File: src/rtl/ibuf_pkg.sv
package ibuf_pkg;

  localparam logic [1:0] RT_GEN  = 2'b00;
  localparam logic [1:0] RT_LSU  = 2'b01;
  localparam logic [1:0] RT_BR   = 2'b10;
  localparam logic [1:0] RT_DUAL = 2'b11;

  // bit 1 marks every code that needs a branch record
  function automatic logic rt_is_branch(input logic [1:0] r);
    return r[1];
  endfunction

  // bit 0 marks every code that reaches the load/store port
  function automatic logic rt_to_lsu(input logic [1:0] r);
    return r[0];
  endfunction

  // Length of the in-order group: stop at the first branch past lane 0,
  // at the lane count, or when candidates run out.
  function automatic int unsigned group_len(input int unsigned avail,
                                            input logic [7:0] brmask,
                                            input int unsigned lanes);
    int unsigned n;
    logic stop;
    n = 0;
    stop = 1'b0;
    for (int k = 0; k < 8; k++) begin
      if (stop || k >= lanes || k >= avail) stop = 1'b1;
      else if (k > 0 && brmask[k]) stop = 1'b1;
      else n = k + 1;
    end
    return n;
  endfunction

endpackage

File: src/rtl/ibuf_store.sv
module ibuf_store #(
  parameter int DEPTH = 8,
  parameter int IW    = 32,
  parameter int LANES = 3,
  localparam int PW   = $clog2(DEPTH),
  localparam int CW   = $clog2(LANES + 1)
) (
  input  logic                         clk,
  input  logic                         rst_n,
  input  logic                         flush,
  input  logic                         wr_en,
  input  logic [IW-1:0]                wr_instr,
  input  logic [1:0]                   wr_route,
  input  logic [CW-1:0]                rd_adv,
  output logic [PW:0]                  count,
  output logic [LANES-1:0][IW-1:0]     peek_instr,
  output logic [LANES-1:0][1:0]        peek_route
);

  logic [IW-1:0] mem_i [DEPTH];
  logic [1:0]    mem_r [DEPTH];
  logic [PW:0]   wp, rp;

  assign count = wp - rp;

  generate
    for (genvar k = 0; k < LANES; k++) begin : g_peek
      logic [PW-1:0] idx;
      assign idx           = rp[PW-1:0] + PW'(k);
      assign peek_instr[k] = mem_i[idx];
      assign peek_route[k] = mem_r[idx];
    end
  endgenerate

  always_ff @(posedge clk) begin
    if (!rst_n || flush) begin
      wp <= '0;
      rp <= '0;
    end else begin
      wp <= wp + {{PW{1'b0}}, wr_en};
      rp <= rp + (PW+1)'(rd_adv);
    end
  end

  always_ff @(posedge clk) begin
    if (wr_en) begin
      mem_i[wp[PW-1:0]] <= wr_instr;
      mem_r[wp[PW-1:0]] <= wr_route;
    end
  end

  assert_no_overflow_R2: assert property (@(posedge clk) disable iff (!rst_n)
    wr_en |-> (int'(count) < DEPTH));

  assert_pop_le_held_R3: assert property (@(posedge clk) disable iff (!rst_n)
    int'(rd_adv) <= int'(count));

  assert_count_track_R3: assert property (@(posedge clk) disable iff (!rst_n)
    !flush |=> (int'(count) == int'($past(count)) + int'($past(wr_en)) - int'($past(rd_adv))));

  assert_flush_empty_R9: assert property (@(posedge clk) disable iff (!rst_n)
    flush |=> (count == '0));

endmodule

File: src/rtl/ibuf_pick.sv
module ibuf_pick
  import ibuf_pkg::*;
#(
  parameter int DEPTH = 8,
  parameter int IW    = 32,
  parameter int LANES = 3,
  localparam int PW   = $clog2(DEPTH),
  localparam int CW   = $clog2(LANES + 1)
) (
  input  logic [PW:0]               count,
  input  logic                      issue_en,
  input  logic                      in_valid,
  input  logic [IW-1:0]             in_instr,
  input  logic [1:0]                in_route,
  input  logic [LANES-1:0][IW-1:0]  buf_instr,
  input  logic [LANES-1:0][1:0]     buf_route,
  output logic [LANES-1:0][IW-1:0]  cand_instr,
  output logic [LANES-1:0][1:0]     cand_route,
  output logic [CW-1:0]             n_issue,
  output logic [CW-1:0]             pop,
  output logic                      bypass
);

  logic        empty;
  int unsigned avail;
  logic [7:0]  brmask;

  assign empty = (count == '0);

  always_comb begin
    cand_instr = buf_instr;
    cand_route = buf_route;
    if (empty) begin
      cand_instr[0] = in_instr;
      cand_route[0] = in_route;
      avail = in_valid ? 1 : 0;
    end else begin
      avail = (int'(count) > LANES) ? LANES : int'(count);
    end
    brmask = '0;
    for (int k = 0; k < LANES; k++) brmask[k] = rt_is_branch(cand_route[k]);
  end

  assign n_issue = issue_en ? CW'(group_len(avail, brmask, LANES)) : '0;
  assign pop     = empty ? '0 : n_issue;
  assign bypass  = empty && (n_issue != '0);

endmodule

File: src/rtl/ibuf_steer.sv
module ibuf_steer
  import ibuf_pkg::*;
#(
  parameter int IW    = 32,
  parameter int LANES = 3,
  localparam int CW   = $clog2(LANES + 1),
  localparam int OW   = (LANES > 1) ? $clog2(LANES) : 1
) (
  input  logic                      clk,
  input  logic                      rst_n,
  input  logic [LANES-1:0][IW-1:0]  cand_instr,
  input  logic [LANES-1:0][1:0]     cand_route,
  input  logic [CW-1:0]             n_issue,
  output logic [LANES-1:0]          slot_valid,
  output logic [LANES-1:0]          slot_lsu,
  output logic [LANES-1:0][IW-1:0]  slot_instr,
  output logic [LANES-1:0][OW-1:0]  slot_ofs,
  output logic                      br_pull
);

  generate
    for (genvar k = 0; k < LANES; k++) begin : g_lane
      logic issued;
      assign issued        = (int'(n_issue) > k);
      assign slot_valid[k] = issued && (cand_route[k] != RT_BR);
      assign slot_lsu[k]   = issued && rt_to_lsu(cand_route[k]);
      assign slot_instr[k] = slot_valid[k] ? cand_instr[k] : '0;
      assign slot_ofs[k]   = slot_valid[k] ? OW'(k) : '0;
      if (k > 0) begin : g_chk
        assert_branch_lane0_R7: assert property (@(posedge clk) disable iff (!rst_n)
          issued |-> !rt_is_branch(cand_route[k]));
      end
    end
  endgenerate

  assign br_pull = (n_issue != '0) && rt_is_branch(cand_route[0]);

  assert_pull_keeps_lane0_R8: assert property (@(posedge clk) disable iff (!rst_n)
    (br_pull && slot_valid[0]) |-> slot_lsu[0]);

endmodule

File: src/rtl/ibuf_dispatch.sv
module ibuf_dispatch #(
  parameter int DEPTH = 8,
  parameter int IW    = 32,
  parameter int LANES = 3,
  localparam int PW   = $clog2(DEPTH),
  localparam int CW   = $clog2(LANES + 1),
  localparam int OW   = (LANES > 1) ? $clog2(LANES) : 1
) (
  input  logic                  clk,
  input  logic                  rst_n,
  input  logic                  flush,
  input  logic                  exec_ready,
  input  logic                  in_valid,
  output logic                  in_ready,
  input  logic [IW-1:0]         in_instr,
  input  logic [1:0]            in_route,
  output logic [LANES-1:0]      slot_valid,
  output logic [LANES-1:0]      slot_lsu,
  output logic [LANES*IW-1:0]   slot_instr,
  output logic [LANES*OW-1:0]   slot_ofs,
  output logic                  br_pull
);

  logic [PW:0]              count;
  logic [LANES-1:0][IW-1:0] buf_instr, cand_instr, lane_instr;
  logic [LANES-1:0][1:0]    buf_route, cand_route;
  logic [LANES-1:0][OW-1:0] lane_ofs;
  logic [CW-1:0]            n_issue, pop;
  logic                     bypass, wr_en, issue_en;

  assign issue_en = exec_ready && !flush;
  assign in_ready = (int'(count) != DEPTH) && !flush;
  assign wr_en    = in_valid && in_ready && !bypass;

  ibuf_store #(.DEPTH(DEPTH), .IW(IW), .LANES(LANES)) u_store (
    .clk(clk), .rst_n(rst_n), .flush(flush), .wr_en(wr_en),
    .wr_instr(in_instr), .wr_route(in_route), .rd_adv(pop),
    .count(count), .peek_instr(buf_instr), .peek_route(buf_route)
  );

  ibuf_pick #(.DEPTH(DEPTH), .IW(IW), .LANES(LANES)) u_pick (
    .count(count), .issue_en(issue_en), .in_valid(in_valid),
    .in_instr(in_instr), .in_route(in_route),
    .buf_instr(buf_instr), .buf_route(buf_route),
    .cand_instr(cand_instr), .cand_route(cand_route),
    .n_issue(n_issue), .pop(pop), .bypass(bypass)
  );

  ibuf_steer #(.IW(IW), .LANES(LANES)) u_steer (
    .clk(clk), .rst_n(rst_n),
    .cand_instr(cand_instr), .cand_route(cand_route), .n_issue(n_issue),
    .slot_valid(slot_valid), .slot_lsu(slot_lsu),
    .slot_instr(lane_instr), .slot_ofs(lane_ofs), .br_pull(br_pull)
  );

  assign slot_instr = lane_instr;
  assign slot_ofs   = lane_ofs;

  assert_bypass_empty_R4: assert property (@(posedge clk) disable iff (!rst_n)
    bypass |-> (count == '0) && in_valid && !wr_en);

  assert_flush_quiet_R9: assert property (@(posedge clk) disable iff (!rst_n)
    flush |-> (slot_valid == '0) && !br_pull && !in_ready);

  assert_hold_quiet_R10: assert property (@(posedge clk) disable iff (!rst_n)
    !exec_ready |-> (slot_valid == '0) && !br_pull);

  assert_reset_empty_R1: assert property (@(posedge clk)
    !rst_n |=> (count == '0));

endmodule

File: config.mk
export PLATFORM = sky130hd
export DESIGN_NAME = ibuf_dispatch
export DESIGN_NICKNAME = d
export VERILOG_FILES = /design/src/rtl/ibuf_pkg.sv /design/src/rtl/ibuf_store.sv /design/src/rtl/ibuf_pick.sv /design/src/rtl/ibuf_steer.sv /design/src/rtl/ibuf_dispatch.sv
export SDC_FILE = /design/constraint.sdc
export NUM_CORES = 1
export LEC_CHECK = 0
export CORE_MARGIN = 2
export CORE_UTILIZATION = 35
export DETAILED_ROUTE_END_ITERATION = 7
export PLACE_DENSITY_LB_ADDON = 0.08
export SYNTH_ARGS = -nofsm -noshare
export SYNTH_HDL_FRONTEND = slang
export SYNTH_SLANG_ARGS = --single-unit
File: constraint.sdc
create_clock -name clk -period 12.7 [get_ports clk]
set_input_delay 3.81 -clock clk [delete_from_list [all_inputs] [get_ports clk]]
set_output_delay 3.81 -clock clk [all_outputs]
set_load 0.02 [all_outputs]
==> results.ini <==
[outcome]
status=finished, final reports clean

[setup_path]
cp_data_required_time_ns=8.89
crit_fanout=21
arrival_ns=6.87
start_kind=input port
crit_type=in -> out
end_kind=output port

[yosys]
synth_edf_count=272
yosysUniqueCellTypes=45
yosysMostFrequentCell=edfxtp_1
synth-async-reset-ratio_pct=0
synth_ff_type=edfxtp_1
yosysSeqAreaShare_pct=51.29
synth-seq-cells=280
synth_top_area_share_pct=50.30
synthCells=898
synthTopCellsByCount=272 x edfxtp_1, 204 x mux4_2, 99 x mux2i_1
yosysTopAreaCell=edfxtp_1
synthTopCellsByArea=edfxtp_1 50%, mux4_2 28%, mux2i_1 6.1%, o32ai_2 2.9%, nor4b_2 1.7%
syn_area_um2=16240
synth.avg_cell_area_um2=18.08
ys_warn_count=0

[sta]
hold_viol_final=0
drv_slew=0
finalCriticalPeriod_ns=10.68
rsz0062_at_grt=false
tns_ns=0
finalClockSkew_ns=0.02320
maxSlewHeadroom_pct=24.99
tightest_slew_ns=1.121
max_freq_ghz=0.09363
post-route-period-util_pct=84.10
setup-violations-final=0

[pwr]
combPwrFrac_pct=5.7
irDropWorstVdd_uv=80.45
p_per_area_nw_per_um2=105.1
p_int_mw=1.594
p_clk_share_pct=43.8
cellLeakagePower_nw=5.977
seq_power_share_pct=50.5
p_sw_mw=0.4358
p_sw_share_pct=21.47

[flow_run]
maxCapViolations=0

[global_route]
first_global_vias=10020
grt_max_degree=70
track_usage_pct=18.93
grt_pass1_wl_um=66440
overflow=0
antenna_found_initial=0

[routing]
viasPerCell=5.794
wl_per_cell_um=27.48
drt_iter0_markers=655
first_pass_iters=5
drc=0
wl_um=45040
dr_total_vias=9497
detail-route-antenna-nets=0

[clocking]
cts_tree=done
cts_buffer_depth=3
postCtsSetupRepairBufs=0
cts_made_buffers=34
cts_hold_buf=0
clkTransAtPathRegs_ns=0.06
clkLatencyLatePin_ns=0.52
clock-sinks=280
cts-htree-levels=2
cts_root_buf=clkbuf_16
cts_resized=0

[floorplan]
dieArea_um2=48130
die_y_um=219.4
dieWidth_um=219.4
start_util_pct=35.63
num_rows=78
core_area_um2=45580
pin_count=149

[finish]
syn_to_final_growth_pct=18.92
nets=1062
fillers=4027
drive_gt1_share_pct=32.66
final_cells=1639

[placement]
io_buffers=144
gp_congestion=0.7629
dp_hpwl_um=27080
placed_cells=1577

[min_path]
hp-class=reg -> reg

## final timing paths
kind | start | end | slack [ns] | depth (start not counted)
worst min-delay path | u_store.rp[3] | u_store.rp[3] | 0.60 | 2
worst max-delay path | flush | slot_instr[17] | 2.02 | 7
worst min register to register | u_store.rp[3] | u_store.rp[3] | 0.60 | 2
worst max register to register | u_store.rp[0] | u_store.rp[1] | 7.28 | 10
## per-layer routing
metal | track usage [%] | wire length (um) | vias up | part of all wire, %
met4 | 4.617 | 840 | 0 | 1.9
li1 | - | - | 4091 | -
met1 | 24.97 | 18740 | 5076 | 42
met3 | 2.495 | 2126 | 47 | 4.7
met2 | 33.05 | 23340 | 283 | 52
met5 | 0 | 0 | - | 0
## power groups by stage
stage	combinational [mW]	clock [mW]	sequential [mW]
2_1_floorplan	0.0632	0	1.04
3_3_place_gp	0.117	0	1.04
3_5_place_dp	0.117	0	1.04
4_1_cts	0.117	0.915	1.03
5_1_grt	0.124	0.952	1.03
6_report	0.115	0.890	1.03
## worst max-delay path, cell delays in order
cell             delay [ns]
clkdlybuf4s50_1        0.48
nand2b_1               0.41
a21oi_1                0.38
o2111ai_4              0.41
buf_4                  0.46
o32ai_2                0.23
clkdlybuf4s50_1        0.67
## through the flow
stage | area (um^2) | hold slack, ns | util, % | power, mW | setup slack, ns
final | 19310 | 0.5963 | 42.37 | 2.030 | 2.019
after CTS | 19310 | 0.5915 | 42.37 | 2.057 | 2.001
after global placement | 18300 | 0.5704 | 40.14 | 1.161 | 2.034
after floorplan | 16250 | 0.5377 | - | 1.106 | 3.607
after global routing | 19310 | 0.6342 | 42.37 | 2.101 | 1.876
after detailed placement | 18300 | 0.5743 | 40.14 | 1.161 | 2.009
## logic make-up (layout without fill, tap and decap cells)
| logic type | Yosys count | after routing | synth area share [%] |
|---|---|---|---|
| compound gates | 51 | 51 | 3.884 |
| other cells | 1 | 5 | 0.02309 |
| xor+xnor | 8 | 8 | 0.4778 |
| mux | 306 | 306 | 34.62 |
| simple gates | 113 | 113 | 5.086 |
| buf+inv | 129 | 266 | 3.760 |
| fa+ha+maj | 10 | 10 | 0.8630 |
| flops | 280 | 280 | 51.29 |
## cells in the final DEF (no fill, tap or decap), types with 7 or more instances in the layout
cell	instances
buf_4	24
clkbuf_1	12
clkbuf_16	35
clkdlybuf4s50_1	144
clkinv_1	8
edfxtp_1	272
ha_1	7
inv_1	36
mux2i_1	99
mux4_2	204
nor2_1	10
nor3_1	34
nor4b_1	15
nor4b_2	19
o32ai_2	29
## area by class of cell
type	count	area [um^2]	share of cell area, %
Tap cell	600	750.7	3.888
Clock inverter	14	92.59	0.4795
Sequential cell	280	8335	43.16
Timing Repair Buffer	168	1622	8.397
Multi-Input combinational cell	492	7446	38.56
Clock buffer	47	920.9	4.769
Antenna cell	1	2.502	0.01296
Inverter	37	141.4	0.7322
## flip-flops by register name (all words and copies together) (netlist names)
name,cells
u_store.mem_i,256
u_store.mem_r,16
u_store.rp,4
u_store.wp,4
(Power assumes the default switching activity.)
